`config.mk`:
```
export PLATFORM = sky130hd
export DESIGN_NAME = usr_reg
export DESIGN_NICKNAME = d
export VERILOG_FILES = /design/src/rtl/usr_pkg.sv /design/src/rtl/usr_bit_sel.sv /design/src/rtl/usr_reg.sv
export SDC_FILE = /design/constraint.sdc
export NUM_CORES = 1
export LEC_CHECK = 0
export BUFFER_PORTS_ARGS = -buffer_cell sky130_fd_sc_hd__clkbuf_2
export CAP_MARGIN = 30
export CORE_AREA = 10 10 47 49
export CTS_BUF_LIST = sky130_fd_sc_hd__clkbuf_8
export DETAILED_ROUTE_END_ITERATION = 10
export DIE_AREA = 0 0 57 59
export GPL_TIMING_DRIVEN = 0
export PLACE_DENSITY = 0.56
export SLEW_MARGIN = 0
export SYNTH_ARGS = -nofsm -noshare
export SYNTH_HDL_FRONTEND = slang
export SYNTH_SLANG_ARGS = --single-unit
export TNS_END_PERCENT = 1
```
`constraint.sdc`:
```
create_clock -name clk -period 1.2 [get_ports clk]
set_input_delay 0.18 -clock clk [delete_from_list [all_inputs] [get_ports clk]]
set_output_delay 0.18 -clock clk [all_outputs]
set_load 0.01 [all_outputs]
```
`src/rtl/usr_pkg.sv`:
```
package usr_pkg;

    typedef enum logic [1:0] {
        USR_SHL  = 2'b00,
        USR_SHR  = 2'b01,
        USR_LOAD = 2'b10,
        USR_HOLD = 2'b11
    } usr_mode_e;

endpackage

```
`src/rtl/usr_bit_sel.sv`:
```
module usr_bit_sel
    import usr_pkg::*;
(
    input  usr_mode_e sel,
    input  logic      own,
    input  logic      from_lower,
    input  logic      from_upper,
    input  logic      par,
    output logic      nxt
);

    // Four-way selector in front of one flip-flop.
    always_comb begin
        unique case (sel)
            USR_SHL:  nxt = from_lower;
            USR_SHR:  nxt = from_upper;
            USR_LOAD: nxt = par;
            default:  nxt = own;
        endcase
    end

endmodule

```
`src/rtl/usr_reg.sv`:
```
module usr_reg
    import usr_pkg::*;
#(
    parameter int WIDTH = 4
) (
    input  logic             clk,
    input  logic             rst,
    input  logic [1:0]       mode,
    input  logic [WIDTH-1:0] par_in,
    input  logic             ser_in_shr,
    input  logic             ser_in_shl,
    output logic [WIDTH-1:0] q,
    output logic             ser_out_lo,
    output logic             ser_out_hi
);

    localparam int TOP = WIDTH - 1;

    typedef struct packed {
        logic [WIDTH-1:0] bits;
    } usr_state_t;

    usr_state_t       st_d, st_q;
    logic [WIDTH-1:0] sel_d;
    usr_mode_e        mode_e;

    assign mode_e = usr_mode_e'(mode);

    for (genvar i = 0; i < WIDTH; i++) begin : g_bit
        logic lo_src, hi_src;
        if (i == 0) begin : g_lo_edge
            assign lo_src = ser_in_shl;
        end else begin : g_lo_mid
            assign lo_src = st_q.bits[i-1];
        end
        if (i == TOP) begin : g_hi_edge
            assign hi_src = ser_in_shr;
        end else begin : g_hi_mid
            assign hi_src = st_q.bits[i+1];
        end
        usr_bit_sel u_sel (
            .sel        (mode_e),
            .own        (st_q.bits[i]),
            .from_lower (lo_src),
            .from_upper (hi_src),
            .par        (par_in[i]),
            .nxt        (sel_d[i])
        );
    end

    always_comb begin
        st_d = st_q;
        if (rst) begin
            st_d.bits = '0;
        end else begin
            st_d.bits = sel_d;
        end
    end

    always_ff @(posedge clk) begin
        st_q <= st_d;
    end

    assign q          = st_q.bits;
    assign ser_out_lo = st_q.bits[0];
    assign ser_out_hi = st_q.bits[TOP];

    // reset wins over any mode
    a_r1_reset_clears: assert property (@(posedge clk)
        rst |=> (q == '0));

    // left shift
    a_r2_shift_left: assert property (@(posedge clk) disable iff (rst)
        (mode == 2'b00) |=> (q == {$past(q[TOP-1:0]), $past(ser_in_shl)}));

    // right shift
    a_r3_shift_right: assert property (@(posedge clk) disable iff (rst)
        (mode == 2'b01) |=> (q == {$past(ser_in_shr), $past(q[TOP:1])}));

    // parallel load
    a_r4_load: assert property (@(posedge clk) disable iff (rst)
        (mode == 2'b10) |=> (q == $past(par_in)));

    // hold
    a_r5_hold: assert property (@(posedge clk) disable iff (rst)
        (mode == 2'b11) |=> $stable(q));

endmodule

```
After elaboration in Yosys (flattened, before gate mapping):

Index checks and enable logic that the tools add are counted.

* register bits after elaboration: 4
* input bits: 10
* output and inout bits: 6

* equal/unequal tests: 2
* muxes and demuxes: 4
* reductions and logical operators: 2

Operators by type and width (number)
* 1-bit one-hot mux with 3 select lines: 4
* 3-bit nonzero test: 1
* 2-bit by 1-bit == test with 1-bit output, second input constant: 1
* 2-bit == test, second input constant: 1
* 2-bit logical NOT: 1

Longest topological paths before layout:

Gate-level depths: netlist of the first run.

* word-level depth: 2
* mapped depth: 6
* depth with buffers taken out: 5

Cells and area by module:

Synthesis of the first run repeated with hierarchy kept, for this count alone.

* cells, all modules: 14
* area total of the unflattened synthesis: 210.2 sq um

Modules (own cells, without submodules)
* usr_reg: instances 1, cells an instance 10, area each 120.1 sq um
* usr_bit_sel: instances 4, cells an instance 1, area each 22.5 sq um

Worst setup path after synthesis of the first run:

OpenSTA, ideal clock, no wires.

* kind: in2reg
* from: input port mode[0]
* to: register st_q, in the netlist q[0]
* arrival: 0.985 ns
* required time: 1.084 ns
* setup slack: 0.099 ns
* cell stages on the path: 6
* buffers on the path: 1
* path through: inv_1 > ha_1 > buf_6 > a221oi_1 > a211o_1 > a21oi_1

* cells in the longest elaborated chain, start to end: 2

RTL lines
* start, declared: line usr_reg.sv:8 `input logic [1:0] mode,`
* 2-bit == test (tied with other cells): line usr_bit_sel.sv:14 `unique case (sel)`
* 1-bit one-hot mux with 3 select lines / 3-bit nonzero test (equally long branches)
* end signal, assigned: line usr_reg.sv:61 `st_q <= st_d;`
* end, declared: line usr_reg.sv:23 `usr_state_t st_d, st_q;`

Several ways; a longest one is shown, not always the timed one.
A chain may end at the register's enable or synchronous reset.

Worst setup path in the final report of the first run:

* from: input port mode[0]
* to: register st_q, in the netlist q[2]

Same word-level chain as after synthesis.

==> results of run 1 <==
## layer usage
metal  global-route usage [%]  routed length, microns  up-vias
met1                     5.13                     296      130
met2                     6.67                     341       11
met3                     5.15                     106        2
met4                     2.01                       5        0
li1                         -                       -      157
met5                        0                       0        -
## cells in the final DEF (no fill, tap or decap), drive strengths merged
| master | count |
|---|---|
| clkbuf | 18 |
| nand2 | 3 |
| a211o | 3 |
| a22oi | 1 |
| nor2 | 2 |
| a221o | 1 |
| a21oi | 4 |
| buf | 6 |
| dfxtp | 4 |
| ha | 3 |
| inv | 5 |
| a221oi | 3 |
## final cells by class
| cell class | instances | share of cell area (%) |
|---|---|---|
| Buffer | 6 | 11.9 |
| Clock buffer | 3 | 9.38 |
| Inverter | 5 | 4.26 |
| Multi-Input combinational cell | 20 | 34.7 |
| Sequential cell | 4 | 18.2 |
| Tap cell | 16 | 4.55 |
| Timing Repair Buffer | 15 | 17.0 |
## cells by family (layout without fill, tap and decap cells)
group	count (synthesis)	in the layout	synth area share [%]
AND/OR/NAND/NOR	5	5	7.00
flip-flops	4	4	26.3
adder cells (fa/ha/maj)	3	3	12.3
buffers and inverters	11	29	23.5
AO/OA/AOI/OAI	12	12	30.9
## worst max-delay path, cell delays in order
cell,delay (ns)
clkbuf_2,0.11
inv_1,0.04
ha_1,0.29
buf_6,0.14
a221oi_1,0.23
a211o_1,0.15
a21oi_1,0.05
## stage by stage
| stage | util (%) | cell area (sq um) | power [mW] |
|---|---|---|---|
| 5_1_grt | 31.4 | 440 | 0.616 |
| 2_1_floorplan | - | 304 | 0.252 |
| 3_3_place_gp | 28.5 | 399 | 0.300 |
| 3_5_place_dp | 28.5 | 399 | 0.302 |
| 4_1_cts | 31.4 | 440 | 0.584 |
| 6_report | 31.4 | 440 | 0.571 |
## cell usage after synthesis, drive strengths merged
library cell | number | area share (%)
dfxtp | 4 | 26
a22oi | 1 | 2.5
a21oi | 4 | 7.8
ha | 3 | 12
buf | 6 | 17
inv | 5 | 6.2
a221o | 1 | 3.3
a211o | 3 | 8.6
nor2 | 2 | 3.3
nand2 | 3 | 3.7
a221oi | 3 | 8.6
## power by group
part	total (mW)	internal (mW)	switching, mW
clock network	0.274	0.213	0.0613
registers	0.159	0.147	0.0122
logic	0.137	0.0759	0.0613
total	0.571	0.436	0.135
## path summary, 6_finish.rpt
path,slack (ns),from,to,cells past startpoint
worst max register to register,0.28,q[1]$_SDFFE_PP0P_,q[1]$_SDFFE_PP0P_,3
worst min-delay path,0.18,rst,q[0]$_SDFFE_PP0P_,2
worst max-delay path,0.12,mode[0],q[2]$_SDFFE_PP0P_,7
worst min register to register,0.48,q[3]$_SDFFE_PP0P_,q[3]$_SDFFE_PP0P_,2
==> metrics.txt, run 1 <==
Max Fclk=0.928 GHz; ant diodes=0; number of port buffers=15; Worst setup SP type=primary input; Die Wd=57 microns; Worst slew margin=82.6%; syn nets=48; post_cts resized=0; status=finished, final reports clean; CP Data Required Time=1.30 ns; first-pass GRT wire length=1310 microns; placed cell count=66; Seq/Total Area, Yosys=26.3%; post-CTS setup buffer count=0; post-route ant nets=0; Final Hold Fails=0; Die Span Y=59 microns; area of the multi-input gates=153 sq um; fin nets=68; Fin Setup TNS=0 ns; row count=14; WL/cell=10.9 microns; max_cap viols=0; Arr. time, crit path=1.18 ns; GR Util All Layers=5.02%; Core Area=1400 sq um; routed via count=300; largest net degree at the start of global routing=10; Mapped Cells=35; Cell Area, Synth=304 sq um; Ports=16; final-report max-slew violation count=0; Critical Path Fanout Max=8; fill cell count=161; critical path capture point type=register; kind of critical path=primary input to register; flip-flop count of the largest register after layout=4; Synth Register Bits=4; H-tree lvl count=1; DRC Markers=0; DR iter-0 viols=5; Root Driver=clkbuf_8; LEAKAGE=0.229 nW; Detailed Routing Iterations Pass 1=2; FF/Latch Area=80.1 sq um; later-pin clock latency in the skew report=0.21 ns; DP HPWL=648 microns; Vias/cell=4.35; CTS clock-pin slew for the worst setup and hold paths=0.03 ns; post-layout min period=1.08 ns; die area=3360 sq um; final worst slack=0.122 ns; Mapped Avg Cell Area=8.69 sq um; Peak VDD IR=0.00109 V; HP Class=primary input to register; post-route insts no fill=69; Max clock buf depth=2; initial antenna violation count=0; Syn-to-layout area delta=44.9%; fin crit share=89.8%; worst hold slack=0.180 ns; Setup Slack @ Placement=-0.109 ns; Final setup viols=0; CTS Sinks=4; Synth Warn #=0; DRT Wirelength=749 microns; number of distinct library cells after synthesis=14; clock skew=0.000530 ns; Initial Util=21.7%; share of cells above drive strength 1=49.1%; RSZ-0062 raised after global routing=false; Num CTS Buffers=3; slew at the pin with the worst max-slew slack=0.261 ns; P per Cell Area=1300 nW/um^2; gp weighted congestion=0.672; TritonCTS clock tree=yes; grt total ovfl=0; vias in the first global route=307; # hold bufs at CTS=0
Power figures use the tool's default switching activity.
==> run 2: changes to the inputs <==
--- a/config.mk
+++ b/config.mk
@@ -5,14 +5,15 @@
 export SDC_FILE = /design/constraint.sdc
 export NUM_CORES = 1
 export LEC_CHECK = 0
+export ABC_AREA = 1
 export BUFFER_PORTS_ARGS = -buffer_cell sky130_fd_sc_hd__clkbuf_2
-export CAP_MARGIN = 30
+export CAP_MARGIN = 40
 export CORE_AREA = 10 10 47 49
 export CTS_BUF_LIST = sky130_fd_sc_hd__clkbuf_8
 export DETAILED_ROUTE_END_ITERATION = 10
 export DIE_AREA = 0 0 57 59
 export GPL_TIMING_DRIVEN = 0
-export PLACE_DENSITY = 0.56
+export PLACE_DENSITY = 0.55
 export SLEW_MARGIN = 0
 export SYNTH_ARGS = -nofsm -noshare
 export SYNTH_HDL_FRONTEND = slang
==> run 2 against run 1 <==
Highest routed layer is now met3; routed wire length grew 2.5%; critical path depth fell by 5; sequential share of layout area grew 0.75 points; clock-buffer cell count stayed put; sequential cell count unchanged; power is 6.1% lower.
==> metrics.txt, run 2 <==
status=finished, final reports clean (unchanged); fin crit share=84.6% (was 89.8%); LEAKAGE=0.238 nW (was 0.229 nW); Simple-Gate Fraction of Synth Area=21.0% (was 7.00%); critical-path cell list=buf_4, clkbuf_2 (was clkbuf_2, inv_1, ha_1, buf_6, a221oi_1, a211o_1, a21oi_1); gp weighted congestion=0.799 (was 0.672); Final setup viols=0 (unchanged); flip-flop count of the largest register after layout=4 (unchanged); # hold bufs at CTS=0 (unchanged); mux cell area share after synthesis=0% (unchanged); largest net degree at the start of global routing=6 (was 10); CTS clock-pin slew for the worst setup and hold paths=0.03 ns (about the same); routed via count=320 (was 300); Worst setup SP type=register (was primary input); DR iter-0 viols=3 (was 5); die area=3360 sq um (unchanged); Critical Path Fanout Max=4 (was 8); Synth Area in XOR/XNOR=0% (unchanged); Worst slew margin=87.4% (was 82.6%); Fin Setup TNS=0 ns (unchanged); WL/cell=9.85 microns (was 10.9 microns); P per Cell Area=1270 nW/um^2 (was 1300 nW/um^2); adder-cell area share of the yosys netlist=13.1% (was 12.3%); largest cells by area after synthesis=dfxtp_1 (28%), nand2_1 (21%), a21oi_1 (14%), ha_1 (13%), buf_4 (10%) (was dfxtp_1 (26%), ha_1 (12%), buf_4 (9.9%), a211o_1 (8.6%), a221oi_1 (8.6%)); CP Data Required Time=1.02 ns (was 1.30 ns); placed cell areas=382 sq um (was 399 sq um); TritonCTS clock tree=yes (unchanged); Initial Util=20.4% (was 21.7%); Die Wd=57 microns (unchanged); grt total ovfl=0 (unchanged); number of port buffers=15 (unchanged); count leader, synth=nand2_1 (was inv_1); slew at the pin with the worst max-slew slack=0.189 ns (was 0.261 ns); Cell Area, Synth=287 sq um (was 304 sq um); Core Area=1400 sq um (unchanged); vias in the first global route=322 (was 307); H-tree lvl count=1 (unchanged); Mapped Cells=44 (was 35); reg2reg path depth=4 (was 3); most common cell after layout, fill and taps aside=nand2_1 (was clkbuf_2); syn nets=57 (was 48); launch point of the worst path=q[1]$_SDFFE_PP0P_ (was mode[0]); initial antenna violation count=0 (unchanged); post-layout min period=1.01 ns (was 1.08 ns); Peak VDD IR=0.000533 V (was 0.00109 V); fill cell count=162 (was 161); Crit-path slowest cell=dfxtp_1 (was ha_1); critical path capture point type=primary output (was register); Post-synth top cells=nand2_1 (16), a21oi_1 (8), buf_4 (4), dfxtp_1 (4), o21ai_1 (4) (was inv_1 (5), buf_4 (4), dfxtp_1 (4)); Max clock buf depth=2 (unchanged); CTS Sinks=4 (unchanged); Max Fclk=0.986 GHz (was 0.928 GHz); FF/Latch Area=80.1 sq um (unchanged); later-pin clock latency in the skew report=0.21 ns (about the same); Seq/Total Area, Yosys=27.9% (was 26.3%); Async SR Flop Fraction=0% (unchanged); R2R Path Start=q[1]$_SDFFE_PP0P_ (unchanged); Root Driver=clkbuf_8 (unchanged); placed cell count=75 (was 66); row count=14 (unchanged); Num CTS Buffers=3 (unchanged); hold_sp=ser_in_shl (was rst); kind of critical path=register to primary output (was primary input to register); CP max stage delay=0.38 ns (was 0.29 ns); fin nets=77 (was 68); Arr. time, crit path=0.83 ns (was 1.18 ns); Post-synth EDFFs=0 (unchanged); first-pass GRT wire length=1200 microns (was 1310 microns); Detailed Routing Iterations Pass 1=4 (was 2); post-CTS setup buffer count=0 (unchanged); fin area=423 sq um (was 440 sq um); Ports=16 (unchanged); Final Core Density=30.2% (was 31.4%); largest family of logic cells by synthesized area=compound AO/OA/AOI/OAI gates (unchanged); post-synthesis compound-gate area fraction=21.0% (was 30.9%); Final Hold Fails=0 (unchanged); Vias/cell=4.10 (was 4.35); GR Util All Layers=4.54% (was 5.02%); DRT Wirelength=768 microns (was 749 microns); Synth Warn #=0 (unchanged); post-route ant nets=0 (unchanged); most frequent cells in the layout=nand2_1 (16), clkbuf_2 (15), a21oi_1 (8) (was clkbuf_2 (15), inv_1 (5), buf_4 (4), dfxtp_1 (4)); number of distinct library cells after synthesis=8 (was 14); Die Span Y=59 microns (unchanged); ant diodes=0 (unchanged); Synth Flop Type=dfxtp_1 (unchanged); HP Class=primary input to register (unchanged); Synth Register Bits=4 (unchanged); share of cells above drive strength 1=38.7% (was 49.1%); post-route insts no fill=78 (was 69); clock skew=0.00259 ns (was 0.000530 ns); final-report max-slew violation count=0 (unchanged); hold depth=3 (was 2); RSZ-0062 raised after global routing=false (unchanged); post-synth top area share=27.9% (was 26.3%); area leader, netlist=dfxtp_1 (unchanged); Syn-to-layout area delta=47.6% (was 44.9%); area of the multi-input gates=158 sq um (was 153 sq um); post_cts resized=0 (unchanged); max_cap viols=0 (unchanged); DRC Markers=0 (unchanged); Mapped Avg Cell Area=6.51 sq um (was 8.69 sq um)
==> run 2: cell count changes in the layout (fill, tap and decap cells not counted), sizes merged, moves of 3 or more <==
| cell | previous run | this run |
|---|---|---|
| a21oi | 4 | 8 |
| nand2 | 3 | 16 |
| a221oi | 3 | 0 |
| o21ai | 0 | 4 |
| a211o | 3 | 0 |
==> run 2: worst max-delay path, delay by kind of cell, from the launching register on <==
kind	cells	cell delay (ns)
buffers and inverters	2	0.25
DFF	1	0.38
==> run 2: metal layers <==
layer	vias up	part of all wire, %	track usage (%)
li1	174	-	-
met1	136	39	3.92
met2	10	47	7.29
met3	0	13	5.36
met4	0	0	0
met5	-	0	0
==> run 2: final timing paths <==
check	endpoint	slack [ns]
max	q[1]	0.19
min	q[0]$_SDFFE_PP0P_	0.26
max reg2reg	q[0]$_SDFFE_PP0P_	0.46
min reg2reg	q[2]$_SDFFE_PP0P_	0.55
==> run 2: cell type report <==
type | instances | share of cell area, %
inverter | 5 | 4.44
timing repair buffer | 15 | 17.8
buffer | 4 | 7.10
sequential | 4 | 18.9
multi-input combinational | 31 | 37.3
tap | 16 | 4.73
clock buffer | 3 | 9.76
==> run 2: power breakdown <==
part           switching (mW)  internal [mW]  leakage [nW]
combinational          0.0527         0.0519         0.184
clock                  0.0625          0.213        0.0216
sequential             0.0108          0.144        0.0330
total                   0.126          0.410         0.238
==> run 2: cells by family after synthesis <==
| family | count (synthesis) |
|---|---|
| flip-flops | 4 |
| buffers and inverters | 9 |
| adder cells (fa/ha/maj) | 3 |
| AND/OR/NAND/NOR | 16 |
| AO/OA/AOI/OAI | 12 |
==> run 2: metrics by stage <==
step                      total power, mW  hold WS, ns  setup WS [ns]
final                               0.536        0.259          0.185
after global routing                0.570        0.292          0.149
after CTS                           0.545        0.255          0.175
after detailed placement            0.264        0.473          0.145
after global placement              0.262        0.480          0.145
after floorplan                     0.221        0.374          0.331
